[config.mk]
export PLATFORM = sky130hd
export DESIGN_NAME = bitop_unit
export DESIGN_NICKNAME = d
export VERILOG_FILES = /design/src/rtl/bitop_pkg.sv /design/src/rtl/bitop_mask_expand.sv /design/src/rtl/bitop_sign_ext.sv /design/src/rtl/bitop_core.sv /design/src/rtl/bitop_out_reg.sv /design/src/rtl/bitop_unit.sv
export SDC_FILE = /design/constraint.sdc
export NUM_CORES = 1
export LEC_CHECK = 0
export BUFFER_PORTS_ARGS = -buffer_cell sky130_fd_sc_hd__buf_2
export CAP_MARGIN = 40
export CORE_MARGIN = 10
export CORE_UTILIZATION = 40
export DETAILED_ROUTE_END_ITERATION = 6
export PLACE_DENSITY = 0.68
export SETUP_SLACK_MARGIN = 0.15
export SYNTH_ARGS = -nofsm -noshare
export SYNTH_HDL_FRONTEND = slang
export SYNTH_SLANG_ARGS = --single-unit
[constraint.sdc]
create_clock -name clk -period 1.25 [get_ports clk]
set_input_delay 0.125 -clock clk [delete_from_list [all_inputs] [get_ports clk]]
set_output_delay 0.125 -clock clk [all_outputs]
set_load 0.02 [all_outputs]
[src/rtl/bitop_pkg.sv]
package bitop_pkg;
  typedef enum logic [1:0] {
    PL_UPPER    = 2'b00,
    PL_LOWER    = 2'b01,
    PL_BOTH     = 2'b10,
    PL_BOTH_ALT = 2'b11
  } place_e;

  typedef enum logic [1:0] {
    OP_TST_LO     = 2'b00,
    OP_TST_HI     = 2'b01,
    OP_TST_HI_SET = 2'b10,
    OP_TST_LO_CLR = 2'b11
  } op_e;
endpackage

[src/rtl/bitop_mask_expand.sv]
module bitop_mask_expand
  import bitop_pkg::*;
#(
  parameter int MASK_W = 8,
  localparam int WORD_W = 2 * MASK_W
) (
  input  logic [MASK_W-1:0] mask,
  input  logic [1:0]        place,
  output logic [WORD_W-1:0] mask_full
);
  always_comb begin
    unique case (place_e'(place))
      PL_UPPER: mask_full = {mask, {MASK_W{1'b0}}};
      PL_LOWER: mask_full = {{MASK_W{1'b0}}, mask};
      default:  mask_full = {mask, mask};
    endcase
  end
endmodule

[src/rtl/bitop_sign_ext.sv]
module bitop_sign_ext #(
  parameter int WORD_W   = 16,
  parameter int NARROW_A = 6,
  parameter int NARROW_B = 8
) (
  input  logic [WORD_W-1:0] data,
  input  logic              is_short,
  input  logic              wide_sel,
  output logic [WORD_W-1:0] operand
);
  localparam int SEL_W = $clog2(WORD_W);
  logic [SEL_W-1:0] top_idx;
  logic             top_bit;

  assign top_idx = wide_sel ? SEL_W'(NARROW_B - 1) : SEL_W'(NARROW_A - 1);
  assign top_bit = data[top_idx];

  always_comb begin
    operand = data;
    if (is_short) begin
      for (int i = 0; i < WORD_W; i++) begin
        if (i > int'(top_idx)) operand[i] = top_bit;
      end
    end
  end
endmodule

[src/rtl/bitop_core.sv]
module bitop_core
  import bitop_pkg::*;
#(
  parameter int WORD_W = 16
) (
  input  logic [WORD_W-1:0] operand,
  input  logic [WORD_W-1:0] mask_full,
  input  logic [1:0]        op,
  output logic              flag,
  output logic              wr,
  output logic [WORD_W-1:0] word
);
  logic [WORD_W-1:0] picked;
  logic              all_high;
  logic              all_low;

  assign picked   = operand & mask_full;
  assign all_high = (picked == mask_full);
  assign all_low  = (picked == '0);

  always_comb begin
    unique case (op_e'(op))
      OP_TST_LO: begin
        flag = all_low;  wr = 1'b0; word = operand;
      end
      OP_TST_HI: begin
        flag = all_high; wr = 1'b0; word = operand;
      end
      OP_TST_HI_SET: begin
        flag = all_high; wr = 1'b1; word = operand | mask_full;
      end
      default: begin
        flag = all_low;  wr = 1'b1; word = operand & ~mask_full;
      end
    endcase
  end
endmodule

[src/rtl/bitop_out_reg.sv]
module bitop_out_reg #(
  parameter int WORD_W = 16
) (
  input  logic              clk,
  input  logic              rst_n,
  input  logic              up_valid,
  output logic              up_ready,
  input  logic              nx_flag,
  input  logic              nx_wr,
  input  logic [WORD_W-1:0] nx_word,
  output logic              dn_valid,
  input  logic              dn_ready,
  output logic              dn_flag,
  output logic              dn_wr,
  output logic [WORD_W-1:0] dn_word
);
  logic take;

  assign up_ready = !dn_valid || dn_ready;
  assign take     = up_valid && up_ready;

  always_ff @(posedge clk or negedge rst_n) begin
    if (!rst_n) begin
      dn_valid <= 1'b0;
      dn_flag  <= 1'b0;
      dn_wr    <= 1'b0;
      dn_word  <= '0;
    end else if (take) begin
      dn_valid <= 1'b1;
      dn_flag  <= nx_flag;
      dn_wr    <= nx_wr;
      dn_word  <= nx_word;
    end else if (dn_ready) begin
      dn_valid <= 1'b0;
      dn_wr    <= 1'b0;
    end
  end

  assert_hold_R12: assert property (@(posedge clk) disable iff (!rst_n)
    (dn_valid && !dn_ready) |=> (dn_valid && $stable(dn_word) && $stable(dn_flag) && $stable(dn_wr)));

  assert_accept_R12: assert property (@(posedge clk) disable iff (!rst_n)
    take |=> dn_valid);

  assert_wr_valid_R9: assert property (@(posedge clk) disable iff (!rst_n)
    dn_wr |-> dn_valid);
endmodule

[src/rtl/bitop_unit.sv]
module bitop_unit
  import bitop_pkg::*;
#(
  parameter int MASK_W   = 8,
  parameter int NARROW_A = 6,
  parameter int NARROW_B = 8,
  localparam int WORD_W  = 2 * MASK_W
) (
  input  logic              clk,
  input  logic              rst_n,
  input  logic              in_valid,
  output logic              in_ready,
  input  logic [MASK_W-1:0] in_mask,
  input  logic [1:0]        in_place,
  input  logic [1:0]        in_op,
  input  logic [WORD_W-1:0] in_data,
  input  logic              in_short,
  input  logic              in_w8,
  output logic              out_valid,
  input  logic              out_ready,
  output logic              out_flag,
  output logic [WORD_W-1:0] out_word,
  output logic              out_wr
);
  logic [WORD_W-1:0] mask_full;
  logic [WORD_W-1:0] operand;
  logic              c_flag;
  logic              c_wr;
  logic [WORD_W-1:0] c_word;

  bitop_mask_expand #(.MASK_W(MASK_W)) u_mask (
    .mask(in_mask), .place(in_place), .mask_full(mask_full)
  );

  bitop_sign_ext #(.WORD_W(WORD_W), .NARROW_A(NARROW_A), .NARROW_B(NARROW_B)) u_ext (
    .data(in_data), .is_short(in_short), .wide_sel(in_w8), .operand(operand)
  );

  bitop_core #(.WORD_W(WORD_W)) u_core (
    .operand(operand), .mask_full(mask_full), .op(in_op),
    .flag(c_flag), .wr(c_wr), .word(c_word)
  );

  bitop_out_reg #(.WORD_W(WORD_W)) u_out (
    .clk(clk), .rst_n(rst_n),
    .up_valid(in_valid), .up_ready(in_ready),
    .nx_flag(c_flag), .nx_wr(c_wr), .nx_word(c_word),
    .dn_valid(out_valid), .dn_ready(out_ready),
    .dn_flag(out_flag), .dn_wr(out_wr), .dn_word(out_word)
  );

  logic acc;
  assign acc = in_valid && in_ready;

  assert_both_R3: assert property (@(posedge clk) disable iff (!rst_n)
    (acc && in_place[1]) |-> ($countones(mask_full) == 2 * $countones(in_mask)));

  assert_set_R6: assert property (@(posedge clk) disable iff (!rst_n)
    (acc && in_op == OP_TST_HI_SET) |=> (out_wr && ((out_word & $past(mask_full)) == $past(mask_full))));

  assert_clr_R7: assert property (@(posedge clk) disable iff (!rst_n)
    (acc && in_op == OP_TST_LO_CLR) |=> (out_wr && ((out_word & $past(mask_full)) == '0)));

  assert_plain_R9: assert property (@(posedge clk) disable iff (!rst_n)
    (acc && !in_op[1]) |=> (!out_wr && out_word == $past(operand)));
endmodule

Word level (Yosys, flattened, before mapping)
Index checks and enable logic that the tools add are counted.
{ "classes": {"order_cmp": 16, "n_mux": 26, "bitwise_logic": 4, "reduce_logical": 9, "eq_ne": 4} }
{ "ops": {"columns": ["op", "count"], "rows": [
  ["16-bit case mux with 2 select lines", 2],
  ["16-bit bitwise AND", 2],
  ["4-bit greater-than comparator, first input constant", 8],
  ["1-bit 2-to-1 mux", 21],
  ["16-bit == test", 1],
  ["3-bit by 4-bit greater-than comparator with 1-bit output, first input constant", 4],
  ["16-bit zero test", 1],
  ["16-bit NOT", 1],
  ["16-bit OR", 1],
  ["15-bit 2-to-1 mux", 1],
  ["2-bit by 4-bit greater-than comparator with 1-bit output, first input constant", 2],
  ["4-bit by 5-bit less-than comparator with 1-bit output, second input constant", 1],
  ["1-bit binary-select mux with 4-bit select", 1],
  ["2-bit by 1-bit == test with 1-bit output, second input constant", 2],
  ["1-bit by 4-bit greater-than comparator with 1-bit output, first input constant", 1],
  ["2-bit zero test", 2],
  ["2-bit OR reduction", 2],
  ["2-bit == test, second input constant", 1],
  ["2-bit 2-to-1 mux", 1],
  ["2-bit nonzero test", 1],
  ["1-bit logical AND", 1],
  ["1-bit zero test", 1],
  ["1-bit logical OR", 1]
]} }
{ "word_totals": {"output_inout_bits": 20, "in_bits": 34, "elab_cells": 63, "ff_bits": 19} }

Logic depth before layout (Yosys ltp)
{ "logic_depth": {"ltp_word": 8, "mapped_depth": 7, "ltp_nobuf": 6} }

Modules after synthesis
Synthesis repeated with hierarchy kept, for this count alone.
{ "hier_totals": {"cells_unflattened": 189, "area_unflattened_um2": 1690.4} }
{ "by_module_without_submodules": {"columns": ["mod", "seq_area_each_um2", "cells_each", "n_inst", "area_each_um2"], "rows": [
  ["bitop_out_reg", 475.5, 44, 1, 780.7],
  ["bitop_core", 0.0, 99, 1, 575.6],
  ["bitop_sign_ext", 0.0, 28, 1, 188.9],
  ["bitop_mask_expand", 0.0, 18, 1, 145.1]
]} }

Worst setup path after synthesis
OpenSTA, ideal clock, no wires.
{ "synth_path": {"path_type": "register -> register", "startpoint": "reg u_out.dn_valid", "endpoint": "reg u_out.dn_word[12]", "period_less_slack_ns": 1.605, "path_buffers": 1, "path_stages_with_launch": 7, "slack_ns": -0.355, "required_time_ns": 1.129, "setup_ns": 0.121, "arrival_time_ns": 1.484, "cell_sequence": "dfrtp_1 > nand2b_1 > and2_1 > o41ai_4 > buf_2 > a21oi_1 > a22o_1"} }
{ "synth_via": {"elab_chain_len": 3} }
{ "synth_rtl": {"columns": ["element", "line_no", "source"], "rows": [
  ["start, declared", "bitop_out_reg.sv:11", "output logic dn_valid,"],
  ["start signal, assigned", "bitop_out_reg.sv:24", "dn_valid <= 1'b0;"],
  ["start signal, assigned", "bitop_out_reg.sv:29", "dn_valid <= 1'b1;"],
  ["start signal, assigned", "bitop_out_reg.sv:34", "dn_valid <= 1'b0;"],
  ["1-bit zero test", "bitop_out_reg.sv:19", "assign up_ready = !dn_valid || dn_ready;"],
  ["1-bit logical OR", "bitop_out_reg.sv:19", null],
  ["net in_ready", "bitop_unit.sv:12", "output logic in_ready,"],
  ["1-bit logical AND", "bitop_out_reg.sv:20", "assign take = up_valid && up_ready;"],
  ["end signal, assigned", "bitop_out_reg.sv:32", "dn_word <= nx_word;"],
  ["end, declared", "bitop_out_reg.sv:15", "output logic [WORD_W-1:0] dn_word"]
]} }
The timed path passes the listed nets, and every way through them passes these cells.
A chain may end at the register's enable or synchronous reset.

Worst setup path in the final report
{ "layout_path": {"startpoint": "reg u_out.dn_valid", "endpoint": "reg u_out.dn_flag"} }
{ "layout_via": {"elab_chain_len": 3} }
{ "layout_rtl": {"columns": ["element", "line_no", "source"], "rows": [
  ["1-bit zero test", "bitop_out_reg.sv:19", null],
  ["1-bit logical OR", "bitop_out_reg.sv:19", null],
  ["1-bit logical AND", "bitop_out_reg.sv:20", null],
  ["end signal, assigned", "bitop_out_reg.sv:30", "dn_flag <= nx_flag;"],
  ["end, declared", "bitop_out_reg.sv:13", "output logic dn_flag,"]
]} }
No other way between the ends.

==> impl_metrics.py <==
metrics = {
    "power": {
        "pwr-share-comb_pct": 40.7,
        "power_frac_seq_pct": 37.7,
        "ir_drop_mv": 0.429,
        "power.total_mw": 2.00,
        "netSwitchingFraction_pct": 36.0,
        "p_leak_nw": 1.06,
        "p_clk_share_pct": 21.6,
        "power.switching_uw": 722,
        "power.density_mw_per_mm2": 921,
        "p_int_mw": 1.28,
    },
    "setup_path": {
        "critical_path_required_ns": 1.44,
        "end_kind": "flop",
        "worst-endpoint-arrival_ns": 1.46,
        "path_class": "flop to flop",
        "reg2regPathDepth": 5,
        "critPathLaunchType": "flop",
        "worst-path-max-fanout": 2,
    },
    "sta": {
        "period_needed_ns": 1.27,
        "tns_ns": -0.0230,
        "rsz0062_at_grt": "true",
        "fmax_mhz": 786,
        "setup_viol": 1,
        "hold_viol_final": 0,
        "worst_pin_slew_ns": 0.428,
        "fin_hold_ws_ns": 0.115,
        "slew_headroom_pct": 71.5,
        "slew_violations": 0,
        "post-route-period-util_pct": 102,
        "finClkSkew_ns": 0.00730,
        "layout_setup_ws_ns": -0.0230,
    },
    "floorplan": {
        "core_region_area_mm2": 0.00361,
        "fp.dieW_um": 80.8,
        "start_util_pct": 41.0,
        "fp.dieH_um": 80.8,
        "ios": 54,
        "num_rows": 22,
        "dieArea_mm2": 0.00653,
    },
    "yosys": {
        "async_flop_share_pct": 100,
        "avgSynthCellArea_um2": 8.32,
        "synth_edf_count": 0,
        "syn_area_mm2": 0.00148,
        "synth_cells": 178,
        "synthFlopType": "dfrtp_1",
        "synth_area_leaders": "dfrtp_1 32%, a21oi_1 5.7%, a211oi_1 4.6%, a21o_1 4.6%, nand2b_1 4.2%",
        "syn_nets": 216,
        "ys_seq_area_share_pct": 32.1,
        "synth-seq-cells": 19,
        "yosysUniqueCellTypes": 39,
        "synth_top_area_share_pct": 32.1,
        "yosys.area.top_type": "dfrtp_1",
        "yosysWarnings": 0,
    },
    "final_layout": {
        "regArea_um2": 477,
        "n_fill_cell": 348,
        "multiInputGateArea_mm2": 0.00103,
        "syn_to_final_growth_pct": 47.0,
        "diodes": 0,
        "drive_above_1_share_pct": 47.4,
        "final_nets": 286,
        "design_area_mm2": 0.00218,
    },
    "detailed_routing": {
        "drtPass1Iterations": 4,
        "drtIter0Drc": 115,
        "vias": 1624,
        "wl_per_cell_um": 16.2,
        "antenna_left": 0,
        "routed_wl_um": 4780,
        "post-route-drc-count": 0,
        "viasPerCell": 5.51,
    },
    "clock_tree": {
        "cts_root_buf": "clkbuf_8",
        "clk_latency_ns": 0.26,
        "numCtsBuffers": 3,
        "cts_tree": "done",
        "clkSinkCount": 19,
        "cts_buffer_depth": 2,
        "cts_setup_buffers": 0,
        "cts-htree-levels": 1,
        "path_clk_slew_ns": 0.08,
    },
    "hold_path": {
        "holdCritPathClass": "input port to flop",
        "worstHoldPathCells": 2,
    },
    "global_route": {
        "grt_max_degree": 20,
        "grt_pass1_wl_um": 7870,
        "gr-total-overflow": 0,
        "grtUsageTotal_pct": 14.5,
        "antenna_found_initial": 0,
        "grt_pass1_vias": 1652,
    },
    "outcome": {
        "violations": "setup timing",
        "outcome": "complete, but fails checks",
    },
    "placement": {
        "place_area_mm2": 0.00205,
        "gp_congestion": 0.878,
        "post-dp-hpwl_um": 3890,
        "port_buffers": 53,
    },
    "flow_run": {
        "maxCapViolations": 0,
    },
}
-- power groups by stage --
stage / Combinational (mW) / Clock [mW] / Sequential, mW
final: 0.816 / 0.434 / 0.755
after global routing: 0.888 / 0.470 / 0.767
after floorplan: 0.347 / 0 / 0.878
after detailed placement: 0.786 / 0 / 0.767
after global placement: 0.777 / 0 / 0.766
after CTS: 0.804 / 0.451 / 0.755
-- path summary, 6_finish.rpt --
path | slack, ns | endpoint | from
worst max-delay path | -0.02 | u_out.dn_flag$_DFFE_PN0P_ | u_out.dn_valid$_DFFE_PN0P_
worst min-delay path | 0.11 | u_out.dn_valid$_DFFE_PN0P_ | in_valid
worst max register to register | -0.02 | u_out.dn_flag$_DFFE_PN0P_ | u_out.dn_valid$_DFFE_PN0P_
worst min register to register | 0.47 | u_out.dn_word[0]$_DFFE_PN0P_ | u_out.dn_word[0]$_DFFE_PN0P_
max in group asynchronous | 0.60 | u_out.dn_valid$_DFFE_PN0P_ | rst_n
min in group asynchronous | 0.33 | u_out.dn_word[3]$_DFFE_PN0P_ | rst_n
-- per-stage QoR --
stage | cells | worst slack, ns | util [%]
final | 295 | -0.0230 | 60.3
after global routing | 295 | -0.0994 | 60.3
after CTS | 294 | -0.0351 | 59.2
after detailed placement | 289 | -0.211 | 56.8
after global placement | 289 | -0.190 | 56.8
after floorplan | 178 | -0.0652 | -
-- synth_stat cells (all sizes together) (6+ instances only) --
library cell and instances:
a211oi 10, a21o 9, a21oi 17, a22o 7, a22oi 7, buf 7, clkbuf 11, dfrtp 19
inv 6, nand2 14, nand2b 10, nor2 10, o21ai 9
-- registers in the layout, indices dropped and copies added, names as in the netlist --
signal	cells
u_out.dn_word	16
u_out.dn_flag	1
u_out.dn_valid	1
u_out.dn_wr	1
-- routing by layer --
metal | vias up | GRT usage (%) | part of all wire, %
met3 | 2 | 1.99 | 6.6
met5 | - | 0 | 0
met2 | 53 | 24.0 | 49
met4 | 0 | 4.50 | 0.73
li1 | 796 | - | -
met1 | 773 | 19.1 | 44
-- critical path, stage by stage, from the launching register on --
cell,delay (ns)
dfrtp_2,0.43
nand2b_4,0.07
and2_4,0.16
o311ai_1,0.09
a2111o_1,0.31
o211ai_2,0.14
-- kinds of logic (layout without fill, tap and decap cells) --
family	Yosys count	in the layout	share of synthesized area (%)
compound gates	76	76	37.7
simple gates	55	55	19.7
buf+inv	24	93	7.10
flops	19	19	32.1
fa+ha+maj	4	4	3.38
-- layout by cell type, fill, tap and decap left out, types with 2 or more instances in the layout --
cell type / count
buf_2: 53
buf_4: 24
dfrtp_1: 18
nand2_1: 13
nor2_1: 10
a21oi_1: 10
nand2b_1: 9
a21o_1: 9
a211oi_2: 9
o21ai_0: 8
a21oi_2: 7
a22o_1: 7
a22oi_1: 7
nor2b_1: 4
inv_1: 4
o221ai_1: 3
nor3_1: 3
nand4_1: 3
clkbuf_8: 3
buf_6: 3
and2_1: 2
nand3_1: 2
nand3b_1: 2
a221oi_1: 2
o22ai_1: 2
ha_4: 2
buf_12: 2
-- area by class of cell --
cell class                      instances  area share, %
Clock buffer                            3           1.90
Clock inverter                          1          0.230
Inverter                                6           1.61
Multi-Input combinational cell        135           47.3
Sequential cell                        19           21.9
Tap cell                               48           2.76
Timing Repair Buffer                   83           24.3
-- repair_timing --
item	in CTS	in global routing
gates resized for setup	7	8
endpoints found under the hold margin	19	0
endpoints found under the setup margin	19	19
cloned	0	1
hold buffers	1	0
No activity file was read; power rests on OpenSTA's default activity.
